### config.mk
export PLATFORM = sky130hd
export DESIGN_NAME = flash_cmd_decoder
export DESIGN_NICKNAME = d
export VERILOG_FILES = /design/src/rtl/flash_cmd_pkg.sv /design/src/rtl/flash_bus_sampler.sv /design/src/rtl/flash_seq_fsm.sv /design/src/rtl/flash_query_mux.sv /design/src/rtl/flash_cmd_decoder.sv
export SDC_FILE = /design/constraint.sdc
export NUM_CORES = 1
export LEC_CHECK = 0
export ABC_AREA = 1
export BUFFER_PORTS_ARGS = -buffer_cell sky130_fd_sc_hd__buf_2
export CAP_MARGIN = 20
export CORE_ASPECT_RATIO = 1.1
export CORE_UTILIZATION = 45
export CTS_CLUSTER_SIZE = 14
export DETAILED_ROUTE_END_ITERATION = 10
export PLACE_DENSITY = 0.73
export SYNTH_ARGS = -nofsm -noshare
export SYNTH_HDL_FRONTEND = slang
export SYNTH_SLANG_ARGS = --single-unit
### constraint.sdc
create_clock -name clk -period 1.95 [get_ports clk]
set_clock_uncertainty 0.1 [all_clocks]
set_input_delay 0 -clock clk [delete_from_list [all_inputs] [get_ports clk]]
set_output_delay 0 -clock clk [all_outputs]
set_load 0.05 [all_outputs]
### src/rtl/flash_cmd_pkg.sv
package flash_cmd_pkg;
    typedef enum logic [2:0] {
        S_IDLE, S_UNLK1, S_UNLK2, S_PROG, S_ER1, S_ER2, S_ER3
    } seq_e;

    typedef enum logic [1:0] {
        M_READ, M_IDENT, M_FAULT
    } mode_e;

    localparam logic [1:0] SRC_ARRAY  = 2'd0;
    localparam logic [1:0] SRC_QUERY  = 2'd1;
    localparam logic [1:0] SRC_STATUS = 2'd2;

    localparam logic [7:0] CMD_KEY1  = 8'hAA;
    localparam logic [7:0] CMD_KEY2  = 8'h55;
    localparam logic [7:0] CMD_RESET = 8'hF0;
    localparam logic [7:0] CMD_IDENT = 8'h90;
    localparam logic [7:0] CMD_PROG  = 8'hA0;
    localparam logic [7:0] CMD_ERASE = 8'h80;
    localparam logic [7:0] CMD_CHIP  = 8'h10;
    localparam logic [7:0] CMD_SECT  = 8'h30;
endpackage

### src/rtl/flash_bus_sampler.sv
module flash_bus_sampler #(
    parameter int ADDR_W = 17
) (
    input  logic              clk,
    input  logic              rst_n,
    input  logic              we_n,
    input  logic [ADDR_W-1:0] bus_addr,
    output logic              wr_evt,
    output logic [ADDR_W-1:0] lat_addr
);
    logic we_q;

    always_ff @(posedge clk or negedge rst_n) begin
        if (!rst_n) begin
            we_q     <= 1'b1;
            lat_addr <= '0;
        end else begin
            we_q <= we_n;
            if (we_q && !we_n)
                lat_addr <= bus_addr;
        end
    end

    // strobe rise: data is taken at this edge by the sequencer
    assign wr_evt = !we_q && we_n;
endmodule

### src/rtl/flash_seq_fsm.sv
module flash_seq_fsm
    import flash_cmd_pkg::*;
#(
    parameter int                ADDR_W      = 17,
    parameter int                DATA_W      = 8,
    parameter int                SECT_W      = 3,
    parameter int                CMP_W       = 15,
    parameter logic [CMP_W-1:0]  UNLK_ADDR_A = 15'h5555,
    parameter logic [CMP_W-1:0]  UNLK_ADDR_B = 15'h2AAA
) (
    input  logic              clk,
    input  logic              rst_n,
    input  logic              wr_evt,
    input  logic [ADDR_W-1:0] wr_addr,
    input  logic [DATA_W-1:0] wr_data,
    input  logic              busy,
    input  logic              err_flag,
    output mode_e             mode,
    output logic              prog_req,
    output logic [ADDR_W-1:0] prog_addr,
    output logic [DATA_W-1:0] prog_data,
    output logic              erase_req,
    output logic              erase_chip,
    output logic [SECT_W-1:0] erase_sector
);
    seq_e  seq, nxt_seq;
    mode_e nxt_mode;
    logic  err_q;
    logic  fire_prog, fire_erase, fire_chip;
    logic  hit_a, hit_b, err_rise, take;

    assign hit_a    = wr_addr[CMP_W-1:0] == UNLK_ADDR_A;
    assign hit_b    = wr_addr[CMP_W-1:0] == UNLK_ADDR_B;
    assign err_rise = err_flag && !err_q;
    assign take     = wr_evt && !busy;

    always_comb begin
        nxt_seq    = seq;
        nxt_mode   = mode;
        fire_prog  = 1'b0;
        fire_erase = 1'b0;
        fire_chip  = 1'b0;
        if (err_rise) begin
            nxt_mode = M_FAULT;
            nxt_seq  = S_IDLE;
        end else if (take) begin
            if (seq == S_PROG) begin
                fire_prog = 1'b1;
                nxt_mode  = M_READ;
                nxt_seq   = S_IDLE;
            end else if (wr_data == CMD_RESET) begin
                nxt_mode = M_READ;
                nxt_seq  = S_IDLE;
            end else begin
                unique case (seq)
                    S_IDLE:  nxt_seq = (hit_a && wr_data == CMD_KEY1) ? S_UNLK1 : S_IDLE;
                    S_UNLK1: nxt_seq = (hit_b && wr_data == CMD_KEY2) ? S_UNLK2 : S_IDLE;
                    S_UNLK2: begin
                        nxt_seq = S_IDLE;
                        if (hit_a && mode != M_FAULT) begin
                            if (wr_data == CMD_IDENT)      nxt_mode = M_IDENT;
                            else if (wr_data == CMD_PROG)  nxt_seq  = S_PROG;
                            else if (wr_data == CMD_ERASE) nxt_seq  = S_ER1;
                        end
                    end
                    S_ER1:   nxt_seq = (hit_a && wr_data == CMD_KEY1) ? S_ER2 : S_IDLE;
                    S_ER2:   nxt_seq = (hit_b && wr_data == CMD_KEY2) ? S_ER3 : S_IDLE;
                    S_ER3: begin
                        nxt_seq = S_IDLE;
                        if (hit_a && wr_data == CMD_CHIP) begin
                            fire_erase = 1'b1;
                            fire_chip  = 1'b1;
                            nxt_mode   = M_READ;
                        end else if (wr_data == CMD_SECT) begin
                            fire_erase = 1'b1;
                            nxt_mode   = M_READ;
                        end
                    end
                    S_PROG:  nxt_seq = S_IDLE;
                    default: nxt_seq = S_IDLE;
                endcase
            end
        end
    end

    // state register
    always_ff @(posedge clk or negedge rst_n) begin
        if (!rst_n) begin
            seq   <= S_IDLE;
            mode  <= M_READ;
            err_q <= 1'b0;
        end else begin
            seq   <= nxt_seq;
            mode  <= nxt_mode;
            err_q <= err_flag;
        end
    end

    // request outputs
    always_ff @(posedge clk or negedge rst_n) begin
        if (!rst_n) begin
            prog_req     <= 1'b0;
            prog_addr    <= '0;
            prog_data    <= '0;
            erase_req    <= 1'b0;
            erase_chip   <= 1'b0;
            erase_sector <= '0;
        end else begin
            prog_req  <= fire_prog;
            erase_req <= fire_erase;
            if (fire_prog) begin
                prog_addr <= wr_addr;
                prog_data <= wr_data;
            end
            if (fire_erase) begin
                erase_chip   <= fire_chip;
                erase_sector <= fire_chip ? '0 : wr_addr[ADDR_W-1 -: SECT_W];
            end
        end
    end
endmodule

### src/rtl/flash_query_mux.sv
module flash_query_mux
    import flash_cmd_pkg::*;
#(
    parameter int          ADDR_W  = 17,
    parameter int          SECT_W  = 3,
    parameter logic [7:0]  ID_MFR  = 8'h01,
    parameter logic [7:0]  ID_DEV  = 8'h20,
    localparam int         SECT_N  = 1 << SECT_W
) (
    input  mode_e             mode,
    input  logic              busy,
    input  logic [ADDR_W-1:0] rd_addr,
    input  logic [SECT_N-1:0] sect_prot,
    output logic [1:0]        rd_src,
    output logic [7:0]        query_data
);
    logic [SECT_W-1:0] sect_sel;
    logic              unused_mid;

    assign sect_sel   = rd_addr[ADDR_W-1 -: SECT_W];
    assign unused_mid = &{1'b0, rd_addr[ADDR_W-SECT_W-1:2]};

    always_comb begin
        if (busy || mode == M_FAULT) rd_src = SRC_STATUS;
        else if (mode == M_IDENT)    rd_src = SRC_QUERY;
        else                         rd_src = SRC_ARRAY;
    end

    always_comb begin
        unique case (rd_addr[1:0])
            2'b00:   query_data = ID_MFR;
            2'b01:   query_data = ID_DEV;
            2'b10:   query_data = {7'd0, sect_prot[sect_sel]};
            default: query_data = 8'h00;
        endcase
    end
endmodule

### src/rtl/flash_cmd_decoder.sv
module flash_cmd_decoder
    import flash_cmd_pkg::*;
#(
    parameter int ADDR_W = 17,
    parameter int DATA_W = 8,
    parameter int SECT_W = 3,
    localparam int SECT_N = 1 << SECT_W
) (
    input  logic              clk,
    input  logic              rst_n,
    input  logic              we_n,
    input  logic [ADDR_W-1:0] bus_addr,
    input  logic [DATA_W-1:0] bus_wdata,
    input  logic              busy,
    input  logic              err_flag,
    input  logic [ADDR_W-1:0] rd_addr,
    input  logic [SECT_N-1:0] sect_prot,
    output logic [1:0]        rd_src,
    output logic [7:0]        query_data,
    output logic              prog_req,
    output logic [ADDR_W-1:0] prog_addr,
    output logic [DATA_W-1:0] prog_data,
    output logic              erase_req,
    output logic              erase_chip,
    output logic [SECT_W-1:0] erase_sector
);
    logic              wr_evt;
    logic [ADDR_W-1:0] lat_addr;
    mode_e             mode;

    flash_bus_sampler #(.ADDR_W(ADDR_W)) u_smp (
        .clk(clk), .rst_n(rst_n), .we_n(we_n), .bus_addr(bus_addr),
        .wr_evt(wr_evt), .lat_addr(lat_addr)
    );

    flash_seq_fsm #(.ADDR_W(ADDR_W), .DATA_W(DATA_W), .SECT_W(SECT_W)) u_fsm (
        .clk(clk), .rst_n(rst_n), .wr_evt(wr_evt), .wr_addr(lat_addr),
        .wr_data(bus_wdata), .busy(busy), .err_flag(err_flag), .mode(mode),
        .prog_req(prog_req), .prog_addr(prog_addr), .prog_data(prog_data),
        .erase_req(erase_req), .erase_chip(erase_chip), .erase_sector(erase_sector)
    );

    flash_query_mux #(.ADDR_W(ADDR_W), .SECT_W(SECT_W)) u_qry (
        .mode(mode), .busy(busy), .rd_addr(rd_addr), .sect_prot(sect_prot),
        .rd_src(rd_src), .query_data(query_data)
    );
endmodule

==> Word-level counts from Yosys, hierarchy flattened <==
Cells that the tools add are included.
{ "word_totals": {"ff_bits": 55, "latch_bits": 0, "ram_bits": 0, "rom_bits": 0, "inputBits": 55, "output_inout_bits": 41, "elab_cells": 98, "memories": 0} }
{ "op_classes": {"n_addsub": 0, "multipliers": 0, "div_mod_pow": 0, "magnitude_cmp": 1, "n_eq_ne": 24, "shift": 0, "muxes": 44, "bitwise_logic": 0, "n_reduce_logical": 18} }
{ "op_table": {"columns": ["cell", "n"], "rows": [
  ["equality test 8 bit, second input constant", 5],
  ["two-way mux 3 bit", 11],
  ["two-way mux 2 bit", 10],
  ["two-way mux 1 bit", 19],
  ["case mux 6 bit (3 select lines)", 1],
  ["equality test 15 x 14 -> 1 bit, second input constant", 1],
  ["equality test 15 bit, second input constant", 1],
  ["case mux 3 bit (5 select lines)", 1],
  ["!= test 5 x 1 -> 1 bit, second input constant", 2],
  ["equality test 3 bit, second input constant", 3],
  ["equality test 8 x 5 -> 1 bit, second input constant", 1],
  ["equality test 8 x 6 -> 1 bit, second input constant", 1],
  ["equality test 8 x 7 -> 1 bit, second input constant", 1],
  ["logical AND 1 bit", 8],
  ["equality test 3 x 2 -> 1 bit, second input constant", 2],
  ["!= test 6 x 1 -> 1 bit, second input constant", 1],
  ["AND reduction 5 bit", 1],
  ["nonzero test 5 bit", 1],
  ["equality test 2 x 1 -> 1 bit, second input constant", 2],
  ["equality test 2 bit, second input constant", 2],
  ["zero test 1 bit", 4],
  ["< comparator 3 x 4 -> 1 bit, second input constant", 1],
  ["case mux 2 bit (2 select lines)", 1],
  ["binary-select mux 1 bit (select 3 bit)", 1],
  ["other kinds (6)", 6]
]} }

==> Longest topological paths before layout <==
Gate-level depths: netlist of run 1.
{ "depth": {"ltp_word": 10, "mapped_depth": 11, "depth_no_buf": 11} }

==> By module <==
From an unflattened synthesis of run 1, not the netlist that was laid out.
{ "hier_totals": {"cells_unflattened": 366, "area_unflattened_um2": 2808.9} }
{ "by_module_without_submodules": {"columns": ["module", "instances", "cells_each", "area_per_inst_um2"], "rows": [
  ["flash_seq_fsm", 1, 256, 1890.6],
  ["flash_bus_sampler", 1, 76, 753.2],
  ["flash_query_mux", 1, 34, 165.2]
]} }

==> Worst setup path after synthesis of run 1 <==
No wires, ideal clock.
{ "synth_timing": {"path_type": "register -> output", "from": "reg u_fsm.mode[1]", "to": "out rd_src[0]", "arrival_ps": 1470, "required_time_ps": 1850, "path_slack_ps": 380, "path_stages_with_launch": 2, "path_buffers": 0, "path_cell_list": "dfrtp_1 nor3_1"} }
{ "synth_between": {"elab_chain_cells": 3} }
{ "synth_rtl": {"columns": ["element", "line", "rtl"], "rows": [
  ["from (decl)", "flash_seq_fsm.sv:18", "output mode_e mode,"],
  ["from (signal assigned)", "flash_seq_fsm.sv:94", "mode <= nxt_mode;"],
  ["equality test 2 x 1 -> 1 bit or equality test 2 bit (tied branches)", "flash_query_mux.sv:25, flash_query_mux.sv:24", null],
  ["two-way mux 1 bit or logical OR 1 bit (tied branches)", "flash_query_mux.sv:25, flash_query_mux.sv:24", null],
  ["two-way mux 2 bit *", "flash_query_mux.sv:24", "if (busy || mode == M_FAULT) rd_src = SRC_STATUS;"],
  ["to (decl)", "flash_cmd_decoder.sv:18", "output logic [1:0] rd_src,"]
]} }
Mark *: on every way between the ends. The rest lies on a longest branch, timed or not.

==> Worst setup path after layout of run 1 <==
{ "layout_timing": {"from": "reg u_fsm.err_q", "to": "reg u_fsm.prog_addr[1]"} }
{ "layout_between": {"elab_chain_cells": 3} }
{ "layout_rtl": {"columns": ["element", "line", "rtl"], "rows": [
  ["from (decl)", "flash_seq_fsm.sv:28", "logic err_q;"],
  ["from (signal assigned)", "flash_seq_fsm.sv:95", "err_q <= err_flag;"],
  ["zero test 1 bit", "flash_seq_fsm.sv:34", "assign err_rise = err_flag && !err_q;"],
  ["logical AND 1 bit", "flash_seq_fsm.sv:34", null],
  ["two-way mux 1 bit", "flash_seq_fsm.sv:43", "if (err_rise) begin"],
  ["named net u_fsm.fire_prog", "flash_seq_fsm.sv:29", "logic fire_prog, fire_erase, fire_chip;"],
  ["to (signal assigned)", "flash_seq_fsm.sv:112", "prog_addr <= wr_addr;"],
  ["to (decl)", "flash_seq_fsm.sv:20", "output logic [ADDR_W-1:0] prog_addr,"]
]} }
The timed path passes the listed nets, and every way through them passes these cells.
A chain may end at the register's enable or synchronous reset.

==> results of run 1 <==
cell families after synthesis:
group,count (synthesis)
flip-flops,55
multiplexers,3
buffers and inverters,52
AND/OR/NAND/NOR,191
other,1
AO/OA/AOI/OAI,41
through the flow:
step           std cells  util, %  power [W]  setup WS [ns]
6_report             529    60.82   0.002327         0.3064
5_1_grt              529    60.82   0.002450         0.1419
4_1_cts              529    60.82   0.002348         0.3186
3_5_place_dp         493    54.53   0.001689         0.3671
2_1_floorplan        348        -   0.001551         0.3798
3_3_place_gp         493    54.53   0.001678         0.3874
registers in the layout, summed over array words and instances, names as in the netlist:
signal	flops
u_fsm.erase_chip	1
u_fsm.erase_req	1
u_fsm.erase_sector	3
u_fsm.err_q	1
u_fsm.mode	2
u_fsm.prog_addr	17
u_fsm.prog_data	8
u_fsm.prog_req	1
u_fsm.seq	3
u_smp.lat_addr	17
u_smp.we_q	1
metal layers:
metal	share of wire, %	wire length (µm)	vias to the layer above	track usage (%)
met5	0	0	-	0
met4	0.95	59	0	5.769
met3	3.6	221	6	3.169
met2	51	3137	64	38.08
met1	45	2777	1141	26.18
li1	-	-	1278	-
Yosys cell counts, drive strengths merged:
| master | number |
|---|---|
| a21oi | 15 |
| nand3b | 1 |
| nor3 | 7 |
| nand4 | 7 |
| nor2 | 50 |
| o31ai | 1 |
| conb | 1 |
| o21ai | 21 |
| nand2 | 111 |
| dfrtp | 54 |
| a31oi | 1 |
| inv | 39 |
| buf | 13 |
| mux2 | 3 |
| dfstp | 1 |
| nand3 | 14 |
| and2 | 1 |
| o211ai | 3 |
tightest hold or removal path: stages:
cell and delay, ns:
buf_2 0.10, nor2_1 0.04, nand2_1 0.11, nor3_4 0.06, buf_4 0.17
worst paths after layout:
check,start,end,cells after the start
min in group asynchronous,rst_n,u_fsm.prog_addr[6],2
setup / recovery,u_fsm.err_q,u_fsm.prog_addr[1],5
setup reg to reg,u_fsm.err_q,u_fsm.prog_addr[1],5
hold reg to reg,u_fsm.prog_addr[15],u_fsm.prog_addr[15],2
hold / removal,busy,u_fsm.prog_req,5
max in group asynchronous,rst_n,u_fsm.prog_data[2],3
final cells by class:
type                            count  share of cell area (%)
Tap cell                           77                   2.729
Clock inverter                      2                  0.3544
Timing Repair Buffer              109                   19.70
Inverter                           39                   4.217
Clock buffer                        6                   2.055
Multi-Input combinational cell    241                   31.93
Sequential cell                    55                   39.01
report_power, final:
part	switching, W	internal, W
logic	0.000293	0.000153
registers	0.0000536	0.00121
clock network	0.000365	0.000252
==> run_results.csv, run 1 <==
group,metric,value,unit
timing,fin_crit,1.644,ns
floorplanning,die_width,76.37,µm
final_layout,regArea,1378,µm²
power_and_ir_drop,power_density,659.0,nW/µm²
detailed_routing,drc,0,
placed_design,postPlaceCellArea,3166,µm²
timing,finalMaxSlewViolations,0,
synth,synthSimpleGateAreaFrac,28.88,%
timing,fmax,608.4,MHz
clocking,cts_root_buffer,"clkbuf_8",
clocking,post_cts_buffers,0,
synth,synth-xor-area-share,0,%
clocking,clock_latency,0.31,ns
detailed_routing,routed_wl,6195,µm
clocking,clkTransAtPathRegs,0.09,ns
global_route,antenna_found_initial,0,
synth,netlist_instances,343,
detailed_routing,drt-vias-per-instance,4.705,
synth,synth-seq-cells,55,
final_layout,syn2layout_area_growth,28.98,%
final_layout,design_area,3531,µm²
floorplanning,top_level_ports,96,
synth,synth.largest_area_cell,"dfrtp_1",
setup_path,path_cells,"nor2_1 -> nor3_4 -> inv_4 -> nand2_1 -> o21ai_2",
synth,synth_top_family_by_area,"simple AND/OR/NAND/NOR gates",
clocking,postCtsHoldBufs,28,
floorplanning,dieHeight,83.81,µm
synth,synthDominantCellAreaShare,49.36,%
timing,finalHoldViolCount,0,
final_layout,drive_gt1_share,25.22,%
synth,synth_fa_ha_area_share,0,%
final_layout,fin_nets,506,
timing,rsz0062_at_grt,"false",
global_route,gr-usage-all-layers,21.13,%
final_layout,layout_common_cells,"nand2_1, buf_2, dfrtp_1",
setup_path,crit_fanout,42,
final_layout,layout_commonest_cell,"nand2_1",
clocking,ctsResizeCount,0,
timing,timing.final.crit_share,84.28,%
floorplanning,die_area,6400,µm²
detailed_routing,avgRoutedWirePerCell,11.71,µm
synth,avgSynthCellArea,7.981,µm²
floorplanning,initial_utilization,47.16,%
setup_path,critPathArrivalTime,1.79,ns
floorplanning,num_rows,29,
synth,ys_warn_count,0,
synth,synth_area_leaders,"dfrtp_1, nand2_1, nor2_1",
placed_design,portBuffers,77,
global_route,grt_pass1_vias,2450,
timing,fin_setup_tns,0,ns
detailed_routing,vias,2489,
clocking,clock-sinks,55,
global_route,grt_overflow_total,0,
placed_design,place_hpwl,4519,µm
timing,whs,0.1129,ns
setup_path,rrSetupSlack,0.31,ns
detailed_routing,first_pass_iters,4,
setup_path,critPathCaptureType,"register",
setup_path,start_kind,"register",
synth,synth_compound_area_share,10.24,%
flow_run,maxCapViolations,0,
final_layout,n_fill_cell,541,
timing,setup_violations,0,
synth,synthMuxAreaShare,1.234,%
setup_path,slowest_stage,"dfrtp_1",
placed_design,place.gp.congestion,0.9208,
synth,syn-cell-area,2738,µm²
clocking,ctsLongestPathBuffers,2,
clocking,numCtsBuffers,5,
power_and_ir_drop,ir_drop,0.3299,mV
global_route,grt_max_degree,43,
global_route,grt_pass1_wl,10830,µm
detailed_routing,drtAntennaViolNets,0,
setup_path,crit_type,"register to register",
synth,ys_seq_area_share,50.32,%
floorplanning,core,5806,µm²
final_layout,multiInputGateArea,1127,µm²
run_status,outcome,"finished, final reports clean",
final_layout,antenna_cells,0,
power_and_ir_drop,power_leakage,1.929,nW
detailed_routing,dr.first_iter.drc_count,126,
setup_path,cp_slowest_stage_delay,0.37,ns
min_path,hp-class,"input port to register",
clocking,cts_tree,"done",
timing,tightest_slew,0.7810,ns
setup_path,critical_path_required,2.09,ns
timing,max-slew-margin-rel,47.93,%
setup_path,crit_family,"simple AND/OR/NAND/NOR gates",
synth,ys_types,26,
setup_path,worst-path-buf-inv,1,
clocking,htree_levels,2,
(Power assumes the default switching activity.)
==> inputs of run 2 (changes only) <==
--- a/config.mk
+++ b/config.mk
@@ -5,14 +5,14 @@
 export SDC_FILE = /design/constraint.sdc
 export NUM_CORES = 1
 export LEC_CHECK = 0
-export ABC_AREA = 1
+export ABC_AREA = 0
 export BUFFER_PORTS_ARGS = -buffer_cell sky130_fd_sc_hd__buf_2
 export CAP_MARGIN = 20
 export CORE_ASPECT_RATIO = 1.1
-export CORE_UTILIZATION = 45
+export CORE_UTILIZATION = 44
 export CTS_CLUSTER_SIZE = 14
 export DETAILED_ROUTE_END_ITERATION = 10
-export PLACE_DENSITY = 0.73
+export PLACE_DENSITY = 0.76
 export SYNTH_ARGS = -nofsm -noshare
 export SYNTH_HDL_FRONTEND = slang
 export SYNTH_SLANG_ARGS = --single-unit
==> constraint.sdc (replaced) <==
create_clock -name clk -period 1.5 [get_ports clk]
set_clock_uncertainty 0.1 [all_clocks]
set_input_delay 0 -clock clk [delete_from_list [all_inputs] [get_ports clk]]
set_output_delay 0 -clock clk [all_outputs]
set_load 0.05 [all_outputs]
==> run 2 against run 1 <==
Compared with the run above:
- the run now ends with negative setup slack left
- fmax shrank 20%
- critical path depth is the same
- register-to-register slack lost 0.86 ns
- non-clock buffer count grew 58
- sequential cell count is the same
- total power grew 38%
- die area shrank 4.4%
- cell count shrank 18%
- synthesized cell count shrank 44%
- largest cell class unchanged
==> run_results.csv, run 2 <==
group,metric,value,unit
run_status,outcome,"finished with violations",
run_status,violations,"negative setup slack",
setup_path,slowest_stage,"or4_4",
flow_run,maxCapViolations,0,
synth,ys_seq_area_share,53.92,%
synth,synth_compound_area_share,4.799,%
global_route,gr-usage-all-layers,25.65,%
clocking,cts_root_buffer,"clkbuf_8",
timing,rsz0062_at_grt,"true",
global_route,grt_overflow_total,0,
setup_path,path_cells,"and4bb_2 -> nand4_4 -> or4_4 -> a21o_1 -> a211o_1",
floorplanning,core,5500,µm²
final_layout,layout_common_cells,"buf_2, dfrtp_1, buf_4",
synth,synth_fa_ha_area_share,0,%
setup_path,critPathCaptureType,"register",
setup_path,startpoint,"u_smp.lat_addr[1]",
min_path,holdCritStartpoint,"bus_wdata[2]",
synth,synth_area_leaders,"dfrtp_1, mux2_2, nand2_1",
clocking,ctsLongestPathBuffers,2,
final_layout,syn2layout_area_growth,66.36,%
timing,fin_crit,2.049,ns
floorplanning,dieHeight,81.92,µm
final_layout,reg.largest.list,"u_fsm.prog_addr: 17 flops, u_smp.lat_addr: 17 flops, u_fsm.prog_data: 8 flops",
synth,avgSynthCellArea,13.31,µm²
timing,setup_violations,52,
setup_path,critical_path_required,1.59,ns
detailed_routing,vias,2291,
timing,finalHoldViolCount,0,
power_and_ir_drop,power_leakage,2.156,nW
synth,netlist_instances,192,
clocking,numCtsBuffers,5,
placed_design,portBuffers,77,
power_and_ir_drop,power_density,754.9,nW/µm²
setup_path,crit_fanout,5,
final_layout,fin_nets,413,
detailed_routing,dr.first_iter.drc_count,98,
setup_path,critPathArrivalTime,2.14,ns
synth,synthSimpleGateAreaFrac,15.33,%
final_layout,antenna_cells,0,
setup_path,start_kind,"register",
final_layout,layout_commonest_cell,"buf_2",
detailed_routing,routed_wl,7957,µm
floorplanning,top_level_ports,96,
clocking,cts_tree,"done",
clocking,clock_latency,0.32,ns
synth,synthMuxAreaShare,21.84,%
final_layout,drive_gt1_share,59.61,%
final_layout,fin_util,77.27,%
timing,fin_setup_tns,-10.29,ns
global_route,grt_pass1_wl,11430,µm
timing,finalMaxSlewViolations,0,
synth,synth.largest_area_cell,"dfrtp_1",
synth,syn-cell-area,2555,µm²
global_route,antenna_found_initial,0,
detailed_routing,drtAntennaViolNets,0,
clocking,clkTransAtPathRegs,0.11,ns
placed_design,place.gp.congestion,0.8404,
global_route,grt_max_degree,24,
detailed_routing,avgRoutedWirePerCell,18.33,µm
synth,ys_types,46,
detailed_routing,drc,0,
timing,timing.final.crit_share,136.6,%
synth,synthFlopType,"dfrtp_1",
detailed_routing,drt-vias-per-instance,5.279,
placed_design,place_hpwl,4744,µm
timing,timing.final.ws_setup,-0.5490,ns
placed_design,dp_worst_setup_slack,-0.5704,ns
synth,synthDominantCellAreaShare,52.89,%
floorplanning,die_area,6116,µm²
min_path,hp-class,"input port to register",
global_route,grt_pass1_vias,2327,
setup_path,cp_slowest_stage_delay,0.49,ns
synth,synth-xor-area-share,0.3428,%
synth,ys_warn_count,0,
synth,async_flop_share,100.0,%
synth,synth_most_common_cell,"dfrtp_1",
synth,synth_common_cells,"dfrtp_1, mux2_2, nand2_1, buf_4",
clocking,clock-sinks,55,
synth,synth_edf_count,0,
detailed_routing,first_pass_iters,4,
power_and_ir_drop,ir_drop,0.4832,mV
setup_path,crit_type,"register to register",
clocking,htree_levels,2,
floorplanning,num_rows,28,
synth,synth_top_family_by_area,"multiplexers",
timing,fmax,488.0,MHz
synth,synth-seq-cells,55,
floorplanning,die_width,74.66,µm
floorplanning,initial_utilization,46.45,%
setup_path,crit-reg2reg-launch,"u_smp.lat_addr[1]",
## run 2: cell type report
type	count	area [µm²]
repair buffers	167	1309
clock buffers	7	86.33
flip-flops and latches	55	1378
inverters	3	11.26
fillers	327	1250
multi-input cells	126	1364
clock inverters	1	8.758
well taps	75	93.84
## run 2: report_power, final
| part | switching [W] | total [W] | internal, W |
|---|---|---|---|
| clock network | 0.000499 | 0.000879 | 0.000380 |
| logic | 0.000325 | 0.000716 | 0.000391 |
| registers | 0.0000527 | 0.00161 | 0.00156 |
| total | 0.000877 | 0.00321 | 0.00233 |
## run 2: worst max-delay path, delay by kind of cell, from the launching register on
family | cells | cell delay, ns
flip-flops | 1 | 0.41
AND/OR/NAND/NOR | 3 | 0.93
AO/OA/AOI/OAI | 2 | 0.48
## run 2: path summary, 6_finish.rpt
path | slack (ns) | depth (start not counted) | to
max in group asynchronous | 0.61 | 3 | u_fsm.mode[1]
max | -0.55 | 5 | u_fsm.mode[1]
min | 0.02 | 3 | u_fsm.prog_data[2]
min reg2reg | 0.42 | 1 | u_fsm.prog_addr[8]
min in group asynchronous | 0.04 | 2 | u_fsm.prog_addr[9]
max reg2reg | -0.55 | 5 | u_fsm.mode[1]
## run 2: kinds of logic after synthesis
family / after synthesis
other: 1
XOR/XNOR: 1
buffers and inverters: 16
AND/OR/NAND/NOR: 55
flip-flops: 55
multiplexers: 48
AO/OA/AOI/OAI: 16
## run 2: stage by stage
| step | hold slack [ns] | instance area, µm² | total power, W | instances |
|---|---|---|---|---|
| floorplan | -0.3956 | 2751 | 0.001912 | 197 |
| global placement | -0.1542 | 3502 | 0.002175 | 383 |
| detailed placement | -0.1495 | 3502 | 0.002196 | 383 |
| CTS | 0.01393 | 4106 | 0.003101 | 428 |
| global route | 0.01947 | 4250 | 0.003321 | 434 |
| finish | 0.01723 | 4250 | 0.003208 | 434 |
## run 2: repair_timing
item                       4_1_cts  5_1_grt
setup buffers                    8        5
gates resized for setup         20       17
gates cloned                     3        2
hold buffers                    26        0
hold endpoints to repair        80        0
setup endpoints to repair       35       41
pin swaps                       14       11
## run 2: routing by layer
metal  vias up  track usage [%]  wire (µm)
met3        20            4.417        403
met2        98            43.69       3970
met1      1144            32.31       3370
met5         -                0          0
li1       1029                -          -
met4         0            9.811        212
==> inputs of run 3 (changes only) <==
--- a/config.mk
+++ b/config.mk
@@ -9,10 +9,12 @@
 export BUFFER_PORTS_ARGS = -buffer_cell sky130_fd_sc_hd__buf_2
 export CAP_MARGIN = 20
 export CORE_ASPECT_RATIO = 1.1
-export CORE_UTILIZATION = 44
+export CORE_UTILIZATION = 45
 export CTS_CLUSTER_SIZE = 14
 export DETAILED_ROUTE_END_ITERATION = 10
 export PLACE_DENSITY = 0.76
+export SLEW_MARGIN = 40
 export SYNTH_ARGS = -nofsm -noshare
 export SYNTH_HDL_FRONTEND = slang
+export SYNTH_HIERARCHICAL = 1
 export SYNTH_SLANG_ARGS = --single-unit
==> run 3 against run 2 <==
Compared with the run above:
- the run still ends with negative setup slack left
- non-clock buffer count shrank 28
- first-iteration DRC count is 3.1% lower
- sequential cell count unchanged
- sequential share of layout area up 1.8 points
- routed wire length down 19%
- global-route usage fell by 5.0 points
- critical path depth is 2 higher
- cell area shrank 5.3%
- sequential power is essentially flat
- area after synthesis increased by 8.1%
- worst setup slack gained 0.30 ns
- core utilization is 8.4 points lower
- critical endpoint is now u_fsm/erase_sector[2]
- largest power group unchanged
==> run_results.csv, run 3 <==
group,metric,value,unit
synth,ys_warn_count,6,
power_and_ir_drop,power_density,786.6,nW/µm²
floorplanning,top_level_ports,96,
power_and_ir_drop,ir_drop,0.6339,mV
detailed_routing,dr.first_iter.drc_count,95,
synth,synth_common_cells,"dfrtp_1, mux2_2, mux2_4, buf_4, nand2_1",
min_path,hp-class,"input port to asynchronous set/reset pin",
setup_path,reg2reg_to,"u_fsm/erase_sector[2]",
global_route,gr-usage-all-layers,20.69,%
detailed_routing,avgRoutedWirePerCell,15.23,µm
detailed_routing,drtAntennaViolNets,0,
final_layout,multiInputGateArea,1469,µm²
setup_path,critPathCaptureType,"register",
floorplanning,initial_utilization,47.27,%
global_route,grt_max_degree,42,
clocking,numCtsBuffers,5,
setup_path,crit-reg2reg-launch,"u_smp/we_q",
synth,synth_area_leaders,"dfrtp_1, mux2_2, mux2_4",
detailed_routing,drc,0,
global_route,grt_pass1_wl,10500,µm
global_route,grt_pass1_vias,2276,
final_layout,fin_nets,398,
global_route,grt_overflow_total,0,
clocking,clock_latency,0.31,ns
timing,finalMaxSlewViolations,0,
synth,avgSynthCellArea,13.47,µm²
flow_run,maxCapViolations,0,
placed_design,place_hpwl,4427,µm
final_layout,reg.largest.list,"u_fsm/prog_addr: 17 flops, u_smp/lat_addr: 17 flops, u_fsm/prog_data: 8 flops",
clocking,cts_root_buffer,"clkbuf_8",
timing,timing.final.crit_share,116.5,%
synth,synth_most_common_cell,"dfrtp_1",
final_layout,regArea,1378,µm²
final_layout,antenna_cells,0,
floorplanning,die_width,76.69,µm
final_layout,layout_common_cells,"buf_2, dfrtp_1, mux2_4",
setup_path,slowest_stage,"dfstp_2",
setup_path,r2r.worst_path.cells,7,
setup_path,crit_type,"register to register",
final_layout,layout_commonest_cell,"buf_2",
clocking,clkTransAtPathRegs,0.09,ns
synth,async_flop_share,100.0,%
synth,ys_seq_area_share,49.89,%
synth,ys_types,56,
detailed_routing,drt-vias-per-instance,5.090,
final_layout,drive_gt1_share,55.81,%
synth,synthDominantCellAreaShare,48.94,%
floorplanning,core,5842,µm²
placed_design,portBuffers,77,
synth,synthFlopType,"dfrtp_1",
detailed_routing,first_pass_iters,4,
timing,fin_crit,1.747,ns
setup_path,critical_path_required,1.64,ns
timing,whs,0.02468,ns
final_layout,n_fill_cell,412,
floorplanning,dieHeight,84.16,µm
setup_path,critPathArrivalTime,1.89,ns
timing,fin_setup_tns,-6.210,ns
final_layout,syn2layout_area_growth,45.76,%
setup_path,start_kind,"register",
power_and_ir_drop,power_leakage,2.002,nW
setup_path,crit_fanout,3,
clocking,cts_tree,"done",
run_status,violations,"negative setup slack",
timing,fmax,572.3,MHz
timing,rsz0062_at_grt,"true",
synth,syn-cell-area,2761,µm²
timing,timing.final.ws_setup,-0.2474,ns
synth,synth.largest_area_cell,"dfrtp_1",
floorplanning,num_rows,29,
floorplanning,die_area,6454,µm²
synth,synth_edf_count,0,
clocking,ctsLongestPathBuffers,2,
synth,synth-seq-cells,55,
clocking,clock-sinks,55,
run_status,outcome,"finished with violations",
synth,netlist_instances,205,
detailed_routing,routed_wl,6411,µm
setup_path,cp_slowest_stage_delay,0.54,ns
placed_design,place.gp.congestion,0.8687,
clocking,htree_levels,2,
timing,setup_violations,36,
global_route,antenna_found_initial,0,
setup_path,rrSetupSlack,-0.25,ns
timing,finalHoldViolCount,0,
setup_path,path_cells,"and2b_2 -> nor2b_4 -> nand4b_1 -> buf_4 -> nor4_4 -> or2_4 -> o22ai_2",
detailed_routing,vias,2143,
[run 3: cell types whose count changed in the layout (fill, tap and decap cells not counted), sizes merged, moves of 3 or more]
| cell | before | now |
|---|---|---|
| nor2 | 4 | 7 |
| clkbuf | 10 | 6 |
| nor4b | 5 | 1 |
| and4b | 0 | 3 |
| nor3 | 1 | 5 |
| nand4 | 2 | 6 |
| nand3 | 2 | 6 |
| buf | 138 | 111 |
| nand2 | 13 | 7 |
[run 3: per-stage QoR]
stage               cell area (µm²)  std cells  utilization [%]  total power [W]  setup WS (ns)
floorplan                      2844        210                -         0.001977        -0.1818
global placement               3481        380            59.58         0.002222        -0.1920
detailed placement             3481        380            59.58         0.002245        -0.2462
CTS                            4001        421            68.49         0.003191        -0.2412
global route                   4025        421            68.90         0.003310        -0.3049
finish                         4025        421            68.90         0.003166        -0.2474
[run 3: cells by family (layout without fill, tap and decap cells)]
logic type | after synthesis | after routing | synth area share (%)
DFF | 55 | 55 | 49.89
muxes | 47 | 47 | 20.84
xor gates and xnor gates | 2 | 2 | 0.6345
and+or+nand+nor | 63 | 63 | 18.53
buffers and inverters | 17 | 151 | 4.350
other | 1 | 6 | 0.1358
AOI/OAI and AO/OA | 20 | 20 | 5.618
[run 3: routing by layer]
layer / routed length, µm / up-vias / share of wire [%] / GRT usage (%)
li1: - / 1017 / - / -
met3: 275 / 18 / 4.3 / 3.478
met5: 0 / - / 0 / 0
met4: 162 / 0 / 2.5 / 9.091
met2: 3289 / 78 / 51 / 35.63
met1: 2683 / 1030 / 42 / 25.50
[run 3: timing repair]
item	4_1_cts	5_1_grt
pin swaps	8	0
gates resized for setup	26	7
buffers inserted	5	0
endpoints found under the hold margin	85	0
endpoints found under the setup margin	35	52
hold buffers	28	0
[run 3: critical path, delay by kind of cell, from the launching register on]
kind	cells	cell delay, ns
simple gates	5	0.76
compound gates	1	0.13
flops	1	0.54
buf+inv	1	0.15
[run 3: final cells by class]
cell class              instances  share of cell area (%)
multi-input cells             138                   36.49
repair buffers                139                   24.12
flip-flops and latches         55                   34.22
well taps                      77                   2.394
clock buffers                   6                   2.052
inverters                       4                  0.3730
clock inverters                 2                  0.3419
[run 3: power by group]
group	internal, W	total (W)	switching (W)
Sequential	0.00157	0.00163	0.0000574
Combinational	0.000373	0.000694	0.000321
Clock	0.000378	0.000847	0.000469
Total	0.00232	0.00317	0.000847
[run 3: worst max-delay path by stage]
stage / from / slack, ns / endpoint
after floorplan: u_smp/we_q / -0.18 / u_fsm/erase_chip
after global placement: u_smp/we_q / -0.19 / u_fsm/erase_sector[1]
after detailed placement: u_smp/we_q / -0.25 / u_fsm/erase_sector[1]
after CTS: u_smp/we_q / -0.24 / u_fsm/erase_sector[2]
after global routing: u_smp/we_q / -0.30 / u_fsm/erase_sector[2]
final: u_smp/we_q / -0.25 / u_fsm/erase_sector[2]
